**src/rtl/vramp_pkg.sv**
```systemverilog
package vramp_pkg;
  localparam int VOL_W   = 5;
  localparam int FRAME_W = 16;

  typedef logic [VOL_W-1:0] vol_t;

  // Packed MSB first: vol lands on bits 15:11, weight 1 at bit 11.
  typedef struct packed {
    vol_t vol;
    logic spk_off;
    logic lmute;
    logic line_off;
    logic rec_off;
    logic filt_sel;
    logic filt_rec;
    logic alc_off;
    logic mic_off;
    logic chg_off;
    logic narrow;
    logic lead;
  } frame_t;
endpackage

```
**src/rtl/vramp_stepper.sv**
```systemverilog
module vramp_stepper
  import vramp_pkg::*;
#(
  parameter int GAP_HI = 6
) (
  input  vol_t cur,
  input  vol_t tgt_raw,
  output vol_t tgt_eff,
  output logic want,
  output vol_t nxt
);
  generate
    if (GAP_HI > 0) begin : g_skip
      localparam vol_t FLOOR = vol_t'(GAP_HI + 1);

      always_comb begin
        if (tgt_raw != '0 && tgt_raw < FLOOR) tgt_eff = '0;
        else                                  tgt_eff = tgt_raw;
      end

      always_comb begin
        if (tgt_eff > cur)      nxt = (cur == '0)    ? FLOOR : cur + vol_t'(1);
        else if (tgt_eff < cur) nxt = (cur == FLOOR) ? '0    : cur - vol_t'(1);
        else                    nxt = cur;
      end
    end else begin : g_plain
      assign tgt_eff = tgt_raw;

      always_comb begin
        if (tgt_eff > cur)      nxt = cur + vol_t'(1);
        else if (tgt_eff < cur) nxt = cur - vol_t'(1);
        else                    nxt = cur;
      end
    end
  endgenerate

  assign want = (cur != tgt_eff);
endmodule

```
**src/rtl/vramp_pacer.sv**
```systemverilog
module vramp_pacer #(
  parameter int PERIOD_CLKS = 25000
) (
  input  logic clk,
  input  logic rst_n,
  input  logic restart,
  output logic open
);
  localparam int CW = (PERIOD_CLKS > 1) ? $clog2(PERIOD_CLKS) : 1;
  localparam logic [CW-1:0] LAST = CW'(PERIOD_CLKS - 1);

  logic [CW-1:0] cnt;

  // Saturates at LAST; starts saturated so the first step is not delayed.
  always_ff @(posedge clk) begin
    if (!rst_n)          cnt <= LAST;
    else if (restart)    cnt <= '0;
    else if (cnt != LAST) cnt <= cnt + CW'(1);
  end

  assign open = (cnt == LAST);
endmodule

```
**src/rtl/vramp_framer.sv**
```systemverilog
module vramp_framer
  import vramp_pkg::*;
#(
  parameter bit NARROW_LPF = 1'b0,
  parameter bit DIGITAL_PB = 1'b0
) (
  input  logic               clk,
  input  logic               rst_n,
  input  logic               load,
  input  vol_t               code_in,
  input  logic               frm_ready,
  output logic               frm_valid,
  output logic [FRAME_W-1:0] frm_data,
  output vol_t               cur_code
);
  vol_t   code_q;
  logic   valid_q;
  frame_t word;

  always_ff @(posedge clk) begin
    if (!rst_n) begin
      code_q  <= '0;
      valid_q <= 1'b0;
    end else if (load) begin
      code_q  <= code_in;
      valid_q <= 1'b1;
    end else if (valid_q && frm_ready) begin
      valid_q <= 1'b0;
    end
  end

  always_comb begin
    word = '{vol: code_q, spk_off: 1'b0, lmute: 1'b0, line_off: 1'b1,
             rec_off: 1'b1, filt_sel: DIGITAL_PB, filt_rec: 1'b0,
             alc_off: 1'b1, mic_off: 1'b1, chg_off: 1'b1,
             narrow: NARROW_LPF, lead: 1'b0};
  end

  assign frm_data  = word;
  assign frm_valid = valid_q;
  assign cur_code  = code_q;
endmodule

```
**src/rtl/vramp_ctrl.sv**
```systemverilog
module vramp_ctrl
  import vramp_pkg::*;
#(
  parameter int PERIOD_CLKS = 25000,
  parameter int GAP_HI      = 6,
  parameter bit NARROW_LPF  = 1'b0,
  parameter bit DIGITAL_PB  = 1'b0
) (
  input  logic        clk,
  input  logic        rst_n,
  input  logic [4:0]  tgt_code,
  output logic        frm_valid,
  input  logic        frm_ready,
  output logic [15:0] frm_data,
  output logic [4:0]  cur_code,
  output logic        done
);
  vol_t cur_w, tgt_eff, nxt;
  logic want, open, issue, valid_w, done_q;

  vramp_stepper #(.GAP_HI(GAP_HI)) u_step (
    .cur(cur_w), .tgt_raw(tgt_code), .tgt_eff(tgt_eff), .want(want), .nxt(nxt)
  );

  vramp_pacer #(.PERIOD_CLKS(PERIOD_CLKS)) u_pace (
    .clk(clk), .rst_n(rst_n), .restart(issue), .open(open)
  );

  // A step needs an expired period, an empty output slot and a pending move.
  assign issue = open && !valid_w && want;

  vramp_framer #(.NARROW_LPF(NARROW_LPF), .DIGITAL_PB(DIGITAL_PB)) u_frm (
    .clk(clk), .rst_n(rst_n), .load(issue), .code_in(nxt),
    .frm_ready(frm_ready), .frm_valid(valid_w), .frm_data(frm_data),
    .cur_code(cur_w)
  );

  always_ff @(posedge clk) begin
    if (!rst_n) done_q <= 1'b0;
    else        done_q <= valid_w && frm_ready && (cur_w == tgt_eff);
  end

  assign frm_valid = valid_w;
  assign cur_code  = cur_w;
  assign done      = done_q;
endmodule

```
**config.mk**
```make
export PLATFORM = sky130hd
export DESIGN_NAME = vramp_ctrl
export DESIGN_NICKNAME = d
export VERILOG_FILES = /design/src/rtl/vramp_pkg.sv /design/src/rtl/vramp_stepper.sv /design/src/rtl/vramp_pacer.sv /design/src/rtl/vramp_framer.sv /design/src/rtl/vramp_ctrl.sv
export SDC_FILE = /design/constraint.sdc
export NUM_CORES = 1
export LEC_CHECK = 0
export BUFFER_PORTS_ARGS = -buffer_cell sky130_fd_sc_hd__buf_4
export CAP_MARGIN = 25
export CELL_PAD_IN_SITES_DETAIL_PLACEMENT = 1
export CELL_PAD_IN_SITES_GLOBAL_PLACEMENT = 1
export CORE_MARGIN = 3
export CORE_UTILIZATION = 39
export DETAILED_ROUTE_END_ITERATION = 8
export GPL_ROUTABILITY_DRIVEN = 0
export HOLD_SLACK_MARGIN = 0.05
export PLACE_DENSITY_LB_ADDON = 0.1
export SYNTH_ARGS = -nofsm -noshare
export SYNTH_HDL_FRONTEND = slang
export SYNTH_SLANG_ARGS = --single-unit
```
**constraint.sdc**
```tcl
create_clock -name clk -period 3 [get_ports clk]
set_input_delay 0.3 -clock clk [delete_from_list [all_inputs] [get_ports clk]]
set_output_delay 0.3 -clock clk [all_outputs]
set_load 0.01 [all_outputs]
```
==> run metrics <==
IO Count 31; via/cell ratio 5.32; run status finished, final reports clean; clock group share of total power 0.115; FF-to-FF path depth 5; Cells on Worst Hold Path 3; count of hold-fix buffers inserted at cts 0; maximum fanout along the worst path 8; buffer count from post-CTS setup fixing 0; diode count 0; worst reg2reg path startpoint u_pace.cnt[6]; startpoint of the worst hold path frm_ready; worst-skew pair later-pin latency 0.30 ns; residual overflow from global routing 0; # setup viols final 0; number of storage elements in the synthesis netlist 22; data arrival time of the critical path 2.77 ns; number of vias after detailed routing 1246; cell area after layout 1540 um2; final setup skew 0.00276 ns; sequential power share 0.397; number of synthesized flops with an enable pin 0; share of total power in combinational logic 0.489; First DRT Iteration DRCs 52; Reg area 440 um2; busiest layer in global routing met2; vertical die dimension 66.4 um; share of layout cells above drive strength 1 0.133; filler instances 437; reported leakage power 0.632 nW; total CTS buffers 3; type of the worst setup path flip-flop to flip-flop; drt pass-1 iters 4; P_sw 496 uW; unrepaired setup endpoints after global routing no; final-stage net count 206; share of the synthesized area in compound gates (AO/OA/AOI/OAI) 0.139; power per cell area 745 nW/um2; total placed instance area 1510 um2; core box area 3420 um2; critical path capture point type flip-flop; VDD IR max 431 uV; clock transition at the registers of the reported paths 0.12 ns; first-pass GRT wire length 5730 um; count of endpoints failing hold in the final timing report 0; post-detailed-route DRC marker count 0; horizontal die dimension 66.4 um; area share of and/or/nand/nor cells after synthesis 0.270; wire length per cell 14.5 um; master cell of the clock root buffer clkbuf_4; buffers from clock root to sink, at most 2; met3 layer usage reported by global route 0.0238; reg-to-reg setup timing slack 0.46 ns; Sink Count 22; share of synthesized area spent on multiplexers 0.0211; leading register cell type out of synthesis dfxtp_1; clock tree from TritonCTS yes; Worst Setup Slack post-DPL 0.495 ns; hold-critical path endpoint done; initial antenna violation count 0; fraction of met2 tracks used by global routing 0.304; post-synth cell types 38; Synth-to-Final Area Change 7.82%; switching share of total power 0.433; fmax 0.394 GHz; Detail Route Antenna Nets 0; count of mapped cells out of synthesis 179; Routed WL 3400 um; Tcrit/Tclk final 0.846; global-route usage over all layers 0.164; xor and xnor fraction of the mapped netlist area 0.0677; Max H-tree Level 1; register area share after synthesis 0.309; adder-cell share of the synthesized area 0.0703; largest net degree at the start of global routing 20; final setup margin 0.462 ns; sum of negative setup slack 0 ns; Worst slew margin 0.609; Async SR Flop Fraction 0; Yosys Warn Count 0; slew at the pin closest to its max-slew limit 0.582 ns; startpoint type of the worst setup path flip-flop; number of cell rows 21; combinational family with the most area after synthesis simple AND/OR/NAND/NOR gates; global routing met1 resource utilization 0.201; Hold Crit Class input port to flip-flop; DIE AREA 4410 um2; HPWL reported at the end of detailed placement 2710 um; footprint of the multi-input gates 850 um2; post-cts repair resize count 0; reg-to-reg endpoint u_frm.cur_code[4]; shortest clock period the worst path allows after layout 2.54 ns; final slew viol count 0; max-cap violation count 0; required arrival time at the worst endpoint 3.23 ns; IO Port Bufs 19; internal power of the cells 649 uW; mapped cell area 1420 um2; mean cell area of the mapped netlist 7.95 um2; vias in the first global route 1272; initial core utilization 0.417
[area by class of cell]
cell class,count,share of cell area
sequential,22,0.287
multi-input combinational,138,0.553
tap,46,0.0375
inverter,6,0.0147
timing repair buffer,19,0.0929
clock buffer,3,0.0147
[placed cells by master (no fill, tap or decap), types with 3 or more instances in the layout]
cell,n
nand3_1,12
a21boi_0,3
inv_1,6
nor3_1,4
nor2_1,15
or3_1,3
conb_1,11
a21oi_1,6
or4_1,3
nand4_1,3
xor2_1,4
xnor2_1,7
dfxtp_1,22
clkbuf_4,3
ha_1,8
mux2i_1,3
nand2_1,22
nand2b_1,4
and3_1,4
buf_4,19
o21ai_0,6
[metal layers]
metal / vias up / share of wire
met2: 29 / 0.52
met1: 598 / 0.44
li1: 617 / -
met3: 2 / 0.036
met5: - / 0
met4: 0 / 0.0035
[worst max-delay path by stage]
stage | slack, ns | end | cells after the start | startpoint
2_1_floorplan | 0.75 | u_frm.cur_code[3] | 7 | u_pace.cnt[6]
3_3_place_gp | 0.58 | u_frm.cur_code[4] | 5 | u_pace.cnt[6]
3_5_place_dp | 0.49 | u_frm.cur_code[4] | 5 | u_pace.cnt[6]
4_1_cts | 0.47 | u_frm.cur_code[4] | 5 | u_pace.cnt[6]
5_1_grt | 0.34 | u_frm.cur_code[4] | 5 | u_pace.cnt[6]
6_report | 0.46 | u_frm.cur_code[4] | 5 | u_pace.cnt[6]
[synthesized netlist by cell type, drive strengths merged (2+ instances only)]
cell     number  area, um2
nand4         3       18.8
mux2i         3       30.0
clkbuf        4       15.0
ha            8        100
nor3          5       30.0
nand2b        4       25.0
inv           6       22.5
o221ai        2       17.5
buf          18        130
a21oi         6       30.0
conb          2       7.51
nor2         15       56.3
o21ai         6       30.0
a21boi        3       22.5
nand2        22       82.6
nand3        12       60.1
xnor2         7       61.3
or4           3       22.5
and2          2       12.5
or3           3       18.8
and3          4       25.0
xor2          4       35.0
dfxtp        22        440
a211o         2       17.5
o2111ai       2       17.5
[flip-flops by register name, indices dropped and copies added (netlist names)]
register,cells
u_frm.frm_valid,1
u_pace.cnt,15
done,1
u_frm.cur_code,5
[logic make-up (layout without fill, tap and decap cells)]
logic type	count (synthesis)	in the layout
and+or+nand+nor	77	77
xor gates and xnor gates	11	11
adders and majority gates	8	8
muxes	3	3
DFF	22	22
buffers and inverters	28	28
AOI/OAI and AO/OA	28	28
other	2	11
[critical path, stage by stage, from the launching register on]
cell	delay [ns]
dfxtp_1	0.36
or4_1	0.52
or4_1	0.63
or3_1	0.51
a21oi_1	0.22
mux2i_1	0.22
[power by group through the flow]
stage	registers (mW)	logic, mW	clock network, mW
floorplan	0.441	0.430	0
global placement	0.459	0.541	0
detailed placement	0.460	0.562	0
CTS	0.452	0.565	0.139
global route	0.467	0.632	0.151
finish	0.454	0.559	0.131
[per-stage QoR]
stage	hold slack (ns)	power [mW]	cells	utilization
after floorplan	0.441	0.870	188	-
after global placement	0.488	1.00	231	0.443
after detailed placement	0.488	1.02	231	0.443
after CTS	0.251	1.16	234	0.449
after global routing	0.254	1.25	234	0.449
final	0.258	1.14	234	0.449
(Power assumes the default switching activity.)
